## config.mk

```make
export PLATFORM = sky130hd
export DESIGN_NAME = card_evt_irq
export DESIGN_NICKNAME = d
export VERILOG_FILES = /design/src/rtl/card_evt_pkg.sv /design/src/rtl/card_evt_sync.sv /design/src/rtl/card_evt_detect.sv /design/src/rtl/card_evt_flags.sv /design/src/rtl/card_evt_route.sv /design/src/rtl/card_evt_irq.sv
export SDC_FILE = /design/constraint.sdc
export NUM_CORES = 1
export LEC_CHECK = 0
export ABC_AREA = 1
export BUFFER_PORTS_ARGS = -buffer_cell sky130_fd_sc_hd__buf_2
export CELL_PAD_IN_SITES_DETAIL_PLACEMENT = 0
export CELL_PAD_IN_SITES_GLOBAL_PLACEMENT = 1
export CORE_MARGIN = 8
export CORE_UTILIZATION = 39
export CTS_BUF_LIST = sky130_fd_sc_hd__clkbuf_4 sky130_fd_sc_hd__clkbuf_8 sky130_fd_sc_hd__clkbuf_16
export DETAILED_ROUTE_END_ITERATION = 6
export MAX_ROUTING_LAYER = met4
export PLACE_DENSITY_LB_ADDON = 0.1
export SYNTH_ARGS = -nofsm -noshare
export SYNTH_HDL_FRONTEND = slang
export SYNTH_SLANG_ARGS = --single-unit
```

## constraint.sdc

```tcl
create_clock -name clk_i -period 1.45 [get_ports clk_i]
set_input_delay 0.0725 -clock clk_i [delete_from_list [all_inputs] [get_ports clk_i]]
set_output_delay 0.0725 -clock clk_i [all_outputs]
set_load 0.03 [all_outputs]
```

## src/rtl/card_evt_pkg.sv

```systemverilog
package card_evt_pkg;
  localparam int unsigned REG_W  = 8;
  localparam int unsigned FLAG_W = 4;

  localparam logic [1:0] REG_STAT = 2'd0;
  localparam logic [1:0] REG_CHG  = 2'd1;
  localparam logic [1:0] REG_CFG  = 2'd2;
  localparam logic [1:0] REG_CTRL = 2'd3;

  localparam int unsigned FLG_DET   = 3;
  localparam int unsigned FLG_RDY   = 2;
  localparam int unsigned FLG_BWARN = 1;
  localparam int unsigned FLG_BDEAD = 0;

  typedef struct packed {
    logic       stschg;
    logic [1:0] bvd;
    logic       rdy;
    logic [1:0] det;
  } sock_st_t;

  localparam int unsigned SOCK_W = $bits(sock_st_t);

  function automatic logic batt_warn(input logic [1:0] v);
    return v == 2'b01;
  endfunction

  function automatic logic batt_dead(input logic [1:0] v);
    return !v[0];
  endfunction
endpackage

```

## src/rtl/card_evt_sync.sv

```systemverilog
module card_evt_sync #(
  parameter int unsigned WIDTH  = 6,
  parameter int unsigned STAGES = 2
) (
  input  logic             clk_i,
  input  logic             rst_ni,
  input  logic [WIDTH-1:0] d_i,
  output logic [WIDTH-1:0] q_o
);
  logic [STAGES-1:0][WIDTH-1:0] chain_q;

  always_ff @(posedge clk_i or negedge rst_ni) begin
    if (!rst_ni) begin
      chain_q <= '0;
    end else begin
      chain_q[0] <= d_i;
      for (int i = 1; i < STAGES; i++) chain_q[i] <= chain_q[i-1];
    end
  end

  assign q_o = chain_q[STAGES-1];
endmodule

```

## src/rtl/card_evt_detect.sv

```systemverilog
module card_evt_detect
  import card_evt_pkg::*;
(
  input  logic              clk_i,
  input  logic              rst_ni,
  input  sock_st_t          cur_i,
  input  logic              io_mode_i,
  output logic [FLAG_W-1:0] evt_o
);
  sock_st_t prev_q;

  always_ff @(posedge clk_i or negedge rst_ni) begin
    if (!rst_ni) prev_q <= '0;
    else         prev_q <= cur_i;
  end

  always_comb begin
    evt_o          = '0;
    evt_o[FLG_DET] = cur_i.det != prev_q.det;
    if (io_mode_i) begin
      evt_o[FLG_BDEAD] = cur_i.stschg != prev_q.stschg;
    end else begin
      evt_o[FLG_RDY]   = cur_i.rdy != prev_q.rdy;
      evt_o[FLG_BWARN] = batt_warn(cur_i.bvd) != batt_warn(prev_q.bvd);
      evt_o[FLG_BDEAD] = batt_dead(cur_i.bvd) != batt_dead(prev_q.bvd);
    end
  end
endmodule

```

## src/rtl/card_evt_flags.sv

```systemverilog
module card_evt_flags
  import card_evt_pkg::*;
(
  input  logic              clk_i,
  input  logic              rst_ni,
  input  logic [FLAG_W-1:0] evt_i,
  input  logic              clr_i,
  input  logic              io_mode_i,
  output logic [FLAG_W-1:0] flag_o
);
  logic [FLAG_W-1:0] flag_q, flag_d;

  always_comb begin
    flag_d = (clr_i ? '0 : flag_q) | evt_i;  // new event survives a clear
    if (io_mode_i) begin
      flag_d[FLG_RDY]   = 1'b0;
      flag_d[FLG_BWARN] = 1'b0;
    end
  end

  always_ff @(posedge clk_i or negedge rst_ni) begin
    if (!rst_ni) flag_q <= '0;
    else         flag_q <= flag_d;
  end

  assign flag_o = flag_q;
endmodule

```

## src/rtl/card_evt_route.sv

```systemverilog
module card_evt_route
  import card_evt_pkg::*;
#(
  parameter int unsigned           NUM_IRQ    = 16,
  parameter logic [NUM_IRQ-1:0]    IRQ_USABLE = 16'hDEB8,
  localparam int unsigned          ROUTE_W    = $clog2(NUM_IRQ)
) (
  input  logic               clk_i,
  input  logic               rst_ni,
  input  logic [FLAG_W-1:0]  flag_i,
  input  logic [FLAG_W-1:0]  en_i,
  input  logic               pulse_i,
  input  logic [ROUTE_W-1:0] code_i,
  output logic               mgmt_o,
  output logic [NUM_IRQ-1:0] irq_o
);
  logic any_en, any_q;

  assign any_en = |(flag_i & en_i);

  always_ff @(posedge clk_i or negedge rst_ni) begin
    if (!rst_ni) any_q <= 1'b0;
    else         any_q <= any_en;
  end

  assign mgmt_o = pulse_i ? (any_en & ~any_q) : any_en;

  for (genvar i = 0; i < NUM_IRQ; i++) begin : g_line
    if (IRQ_USABLE[i]) begin : g_use
      assign irq_o[i] = mgmt_o & (code_i == ROUTE_W'(i));
    end else begin : g_rsv
      assign irq_o[i] = 1'b0;
    end
  end
endmodule

```

## src/rtl/card_evt_irq.sv

```systemverilog
module card_evt_irq
  import card_evt_pkg::*;
#(
  parameter int unsigned        SYNC_STAGES = 2,
  parameter int unsigned        NUM_IRQ     = 16,
  parameter logic [NUM_IRQ-1:0] IRQ_USABLE  = 16'hDEB8,
  localparam int unsigned       ROUTE_W     = $clog2(NUM_IRQ)
) (
  input  logic               clk_i,
  input  logic               rst_ni,
  input  logic [1:0]         det_i,
  input  logic               rdy_i,
  input  logic [1:0]         bvd_i,
  input  logic               stschg_i,
  input  logic [1:0]         reg_addr_i,
  input  logic               reg_wr_i,
  input  logic               reg_rd_i,
  input  logic [REG_W-1:0]   reg_wdata_i,
  output logic [REG_W-1:0]   reg_rdata_o,
  output logic               mgmt_irq_o,
  output logic [NUM_IRQ-1:0] irq_o
);
  sock_st_t              pins, sync_st;
  logic [FLAG_W-1:0]     evt, flag_q;
  logic [FLAG_W+ROUTE_W-1:0] cfg_q;
  logic                  io_mode_q, pulse_q;
  logic                  rd_clr;

  assign pins = '{stschg: stschg_i, bvd: bvd_i, rdy: rdy_i, det: det_i};

  card_evt_sync #(.WIDTH(SOCK_W), .STAGES(SYNC_STAGES)) u_sync (
    .clk_i (clk_i), .rst_ni (rst_ni), .d_i (pins), .q_o (sync_st)
  );

  card_evt_detect u_det (
    .clk_i (clk_i), .rst_ni (rst_ni), .cur_i (sync_st),
    .io_mode_i (io_mode_q), .evt_o (evt)
  );

  assign rd_clr = reg_rd_i && (reg_addr_i == REG_CHG);

  card_evt_flags u_flags (
    .clk_i (clk_i), .rst_ni (rst_ni), .evt_i (evt), .clr_i (rd_clr),
    .io_mode_i (io_mode_q), .flag_o (flag_q)
  );

  card_evt_route #(.NUM_IRQ(NUM_IRQ), .IRQ_USABLE(IRQ_USABLE)) u_route (
    .clk_i (clk_i), .rst_ni (rst_ni), .flag_i (flag_q),
    .en_i (cfg_q[FLAG_W-1:0]), .pulse_i (pulse_q),
    .code_i (cfg_q[FLAG_W+:ROUTE_W]), .mgmt_o (mgmt_irq_o), .irq_o (irq_o)
  );

  always_ff @(posedge clk_i or negedge rst_ni) begin
    if (!rst_ni) begin
      cfg_q     <= '0;
      io_mode_q <= 1'b0;
      pulse_q   <= 1'b0;
    end else if (reg_wr_i) begin
      if (reg_addr_i == REG_CFG)  cfg_q <= reg_wdata_i[FLAG_W+ROUTE_W-1:0];
      if (reg_addr_i == REG_CTRL) begin
        io_mode_q <= reg_wdata_i[0];
        pulse_q   <= reg_wdata_i[1];
      end
    end
  end

  always_comb begin
    reg_rdata_o = '0;
    unique case (reg_addr_i)
      REG_STAT: reg_rdata_o = REG_W'({(sync_st.det == 2'b11), sync_st});
      REG_CHG:  reg_rdata_o = REG_W'(flag_q);
      REG_CFG:  reg_rdata_o = REG_W'(cfg_q);
      REG_CTRL: reg_rdata_o = REG_W'({pulse_q, io_mode_q});
      default:  reg_rdata_o = '0;
    endcase
  end
endmodule

```

==> impl_results.html <==
<table>
<tr><th>Metric</th><th>Value</th></tr>
<tr><th colspan="2">Worst setup path</th></tr>
<tr><td>Crit Path Category</td><td>register to output pin</td></tr>
<tr><td>Crit Path Max Fanout</td><td>6</td></tr>
<tr><td>Setup crit end kind</td><td>output pin</td></tr>
<tr><td>Worst Path Buf+Inv</td><td>2</td></tr>
<tr><td>Launching element type of the critical path</td><td>register</td></tr>
<tr><td>Maximum cell stage delay along the critical path</td><td>0.39 ns</td></tr>
<tr><td>Required time of the critical path</td><td>1.38 ns</td></tr>
<tr><td>Top Family by Delay on Critical Path</td><td>flip-flops</td></tr>
<tr><td>Ordered cell list for the critical path</td><td>nand2_2 -&gt; clkinvlp_4 -&gt; nor3_2 -&gt; buf_4</td></tr>
<tr><td>Slowest cell on the critical path</td><td>sky130_fd_sc_hd__dfrtp_1</td></tr>
<tr><td>Crit path DAT</td><td>1.38 ns</td></tr>
<tr><td>Minimum setup slack among reg-to-reg paths</td><td>0.44 ns</td></tr>
<tr><th colspan="2">Status</th></tr>
<tr><td>Status</td><td>complete, but fails checks</td></tr>
<tr><td>Violations in the final reports</td><td>negative setup slack</td></tr>
<tr><th colspan="2">Placement</th></tr>
<tr><td>Placed Cells</td><td>254</td></tr>
<tr><td>Placed Area</td><td>0.00170 sq mm</td></tr>
<tr><td>Input/output buffers</td><td>38</td></tr>
<tr><td>Detailed Place HPWL</td><td>2630 um</td></tr>
<tr><td>DP Worst Slack</td><td>0.264 ns</td></tr>
<tr><td>RePlAce Congestion</td><td>0.845</td></tr>
<tr><th colspan="2">Route</th></tr>
<tr><td>DR iter-0 viols</td><td>46</td></tr>
<tr><td>Top Layer Used</td><td>met4</td></tr>
<tr><td>DRT antenna net count</td><td>0</td></tr>
<tr><td>DRC</td><td>0</td></tr>
<tr><td>Total via count after detailed routing</td><td>1292</td></tr>
<tr><td>Number of vias per cell after detailed routing</td><td>4.75</td></tr>
<tr><td>Total Routed Length</td><td>3540 um</td></tr>
<tr><td>Average routed wire per standard cell</td><td>13.0 um</td></tr>
<tr><td>Routed length on met3</td><td>248 um</td></tr>
<tr><td>Number of detailed-route iterations in the first pass</td><td>4</td></tr>
<tr><td>Routed length on met2</td><td>1830 um</td></tr>
<tr><td>Wl on met1</td><td>1390 um</td></tr>
<tr><th colspan="2">Layout</th></tr>
<tr><td>Final net count</td><td>244</td></tr>
<tr><td>Final antenna diode count</td><td>0</td></tr>
<tr><td>Commonest non-fill, non-tap cell in the layout</td><td>sky130_fd_sc_hd__nand2_1</td></tr>
<tr><td>Share of post-route cells with drive strength above 1</td><td>0.335</td></tr>
<tr><td>Top library cells by usage in the layout, fill and taps aside</td><td>49 x sky130_fd_sc_hd__nand2_1, 33 x sky130_fd_sc_hd__dfrtp_1, 27 x sky130_fd_sc_hd__buf_2, 15 x sky130_fd_sc_hd__inv_1</td></tr>
<tr><td>Area growth, synth to finish</td><td>34.0%</td></tr>
<tr><td>Final cell count without fillers</td><td>272</td></tr>
<tr><td>Cell area after layout</td><td>0.00200 sq mm</td></tr>
<tr><td>Fillers</td><td>362</td></tr>
<tr><th colspan="2">Clocking</th></tr>
<tr><td>Maximum level of the CTS H-tree</td><td>2</td></tr>
<tr><td>TritonCTS clock tree</td><td>done</td></tr>
<tr><td>Clock transition at the register clock pins on the worst setup and hold paths after CTS</td><td>0.07 ns</td></tr>
<tr><td>Clock root buffer</td><td>sky130_fd_sc_hd__clkbuf_8</td></tr>
<tr><td>Clock buffers created by TritonCTS</td><td>5</td></tr>
<tr><td>Max Root-Sink Buffers</td><td>2</td></tr>
<tr><td>CTS sink count</td><td>33</td></tr>
<tr><td>Insertion delay to the later sink of the worst-skew pair</td><td>0.29 ns</td></tr>
<tr><th colspan="2">Timing</th></tr>
<tr><td>Clock Skews</td><td>0.00744 ns</td></tr>
<tr><td>Actual transition at the worst max-transition pin</td><td>0.697 ns</td></tr>
<tr><td>Hold Violations, Final</td><td>0</td></tr>
<tr><td>Maximum achievable frequency</td><td>688 MHz</td></tr>
<tr><td>Count of final max-slew check failures</td><td>0</td></tr>
<tr><td>Minimum clock period after layout</td><td>1.45 ns</td></tr>
<tr><td>Period Utilization, post-route</td><td>1.00</td></tr>
<tr><td>Total of endpoints with negative setup slack in the final report</td><td>1</td></tr>
<tr><td>Relative slew margins</td><td>0.535</td></tr>
<tr><td>Setup repair after global routing missed its margin</td><td>yes</td></tr>
<tr><td>Minimum hold slack</td><td>0.0320 ns</td></tr>
<tr><td>Minimum setup slack in the final design</td><td>-0.00245 ns</td></tr>
<tr><th colspan="2">Die</th></tr>
<tr><td>Vert. Die Dim</td><td>77.8 um</td></tr>
<tr><td>Total die area</td><td>0.00605 sq mm</td></tr>
<tr><td>Number of top-level design ports</td><td>45</td></tr>
<tr><td>Starting density of the core</td><td>0.407</td></tr>
<tr><td># rows</td><td>22</td></tr>
<tr><td>Core ar.</td><td>0.00366 sq mm</td></tr>
<tr><td>Die span in x</td><td>77.8 um</td></tr>
<tr><th colspan="2">Global route</th></tr>
<tr><td>Number of antenna violations at the first check in global routing</td><td>0</td></tr>
<tr><td>Via count of the first global-routing pass</td><td>1297</td></tr>
<tr><td>Overflow left after global routing</td><td>0</td></tr>
<tr><td>Gr usage total</td><td>0.119</td></tr>
<tr><td>First-pass GRT wire length</td><td>5590 um</td></tr>
<tr><td>Pin count of the biggest net entering global routing</td><td>34</td></tr>
<tr><th colspan="2">Job</th></tr>
<tr><td>Number of max-cap violations</td><td>0</td></tr>
<tr><th colspan="2">Logic synthesis</th></tr>
<tr><td>Number of storage elements in the synthesis netlist</td><td>33</td></tr>
<tr><td>Async set or reset register ratio after synthesis</td><td>1.00</td></tr>
<tr><td>Top post-synthesis cells by area</td><td>sky130_fd_sc_hd__dfrtp_1 55%, sky130_fd_sc_hd__nand2_1 13%, sky130_fd_sc_hd__inv_1 4.3%</td></tr>
<tr><td>EDFF count, synth</td><td>0</td></tr>
<tr><td>Synthesis warning total</td><td>0</td></tr>
<tr><td>Leading area contributor after synthesis</td><td>sky130_fd_sc_hd__dfrtp_1</td></tr>
<tr><td>Post-Synthesis Cell Area</td><td>0.00149 sq mm</td></tr>
<tr><td>Sequential element share of the synthesized area</td><td>0.555</td></tr>
<tr><td>Yosys top cell area share</td><td>0.555</td></tr>
<tr><td>Ys flop type</td><td>sky130_fd_sc_hd__dfrtp_1</td></tr>
<tr><td>Cells after synthesis</td><td>171</td></tr>
<tr><td>Synth Area per Inst</td><td>8.71 sq um</td></tr>
<tr><td>Count of cell types in the netlist</td><td>24</td></tr>
<tr><th colspan="2">Power and ir drop</th></tr>
<tr><td>Pleak</td><td>0.985 nW</td></tr>
<tr><td>Peak VDD IR</td><td>0.000637 V</td></tr>
<tr><td>Total power consumption of the routed design</td><td>0.00247 W</td></tr>
<tr><td>Ratio of total power to cell area</td><td>1240 mW/mm^2</td></tr>
<tr><th colspan="2">Min path</th></tr>
<tr><td>Class of the most critical hold timing path</td><td>input port to register</td></tr>
</table>
## kinds of logic after synthesis
family,Yosys count,share of synthesized area
other,1,0.00252
XOR/XNOR,4,0.0235
buffers and inverters,27,0.0891
flip-flops,33,0.555
AND/OR/NAND/NOR,92,0.266
AO/OA/AOI/OAI,14,0.0647
## layer usage
layer / global-route usage / vias to the layer above
met5: - / -
met4: 0.0660 / 0
met3: 0.0484 / 8
met2: 0.191 / 42
met1: 0.120 / 611
li1: - / 631
## Yosys cell counts, types with 2 or more instances
cell / number
sky130_fd_sc_hd__inv_1: 17
sky130_fd_sc_hd__a21oi_1: 2
sky130_fd_sc_hd__xnor2_1: 3
sky130_fd_sc_hd__dfrtp_1: 33
sky130_fd_sc_hd__nand3_1: 11
sky130_fd_sc_hd__nor3_1: 10
sky130_fd_sc_hd__nand2_1: 50
sky130_fd_sc_hd__nand4_1: 2
sky130_fd_sc_hd__o21ai_0: 4
sky130_fd_sc_hd__buf_4: 6
sky130_fd_sc_hd__o21ai_2: 2
sky130_fd_sc_hd__a21oi_2: 4
sky130_fd_sc_hd__nor2_1: 16
## stage by stage
step | util | TNS, ns
5_1_grt | 0.545 | -0.720
6_report | 0.545 | -0.00245
4_1_cts | 0.512 | -0.00522
3_3_place_gp | 0.464 | 0
2_1_floorplan | - | 0
3_5_place_dp | 0.464 | 0
## worst min-delay path, stage by stage
cell and delay, ns:
sky130_fd_sc_hd__buf_2 0.08, sky130_fd_sc_hd__nor2_1 0.04, sky130_fd_sc_hd__a21oi_2 0.08
## worst paths after layout
| kind | from | cells after the start | end |
|---|---|---|---|
| worst max-delay path | pulse_q$_DFFE_PN0P_ | 4 | irq_o[10] |
| worst min-delay path | reg_wdata_i[4] | 3 | cfg_q[4]$_DFFE_PN0P_ |
| worst max register to register | cfg_q[1]$_DFFE_PN0P_ | 5 | u_route.any_q$_DFF_PN0_ |
| worst min register to register | u_sync.chain_q[4]$_DFF_PN0_ | 0 | u_sync.q_o[4]$_DFF_PN0_ |
| max in group asynchronous | rst_ni | 2 | cfg_q[3]$_DFFE_PN0P_ |
| min in group asynchronous | rst_ni | 2 | u_det.prev_q[0]$_DFF_PN0_ |
## repair_timing
| action | CTS | global route |
|---|---|---|
| resized for setup | 6 | 30 |
| setup buffers | 0 | 2 |
| endpoints found under the hold margin | 39 | 0 |
| pin swaps | 0 | 8 |
| cloned | 0 | 2 |
| hold buffers | 7 | 0 |
| endpoints found under the setup margin | 7 | 11 |
## area by class of cell
class | count | area (sq um) | share of cell area
timing repair buffer | 49 | 329 | 0.165
inverter | 18 | 71.3 | 0.0357
clock inverter | 1 | 7.51 | 0.00376
tap | 48 | 60.1 | 0.0301
sequential | 33 | 826 | 0.414
clock buffer | 6 | 82.6 | 0.0414
multi-input combinational | 116 | 612 | 0.307
timing repair inverter | 1 | 7.51 | 0.00376
## where the power goes
| group | switching (W) | internal (W) |
|---|---|---|
| registers | 0.0000778 | 0.00101 |
| logic | 0.000438 | 0.000248 |
| clock network | 0.000314 | 0.000374 |
## sequential cells by signal, summed over array words and instances (netlist names)
name and cells:
u_det.prev_q 6, u_sync.q_o 6, cfg_q 8, pulse_q 1
io_mode_q 1, u_sync.chain_q 6, u_flags.flag_o 4, u_route.any_q 1
Power figures use the tool's default switching activity.
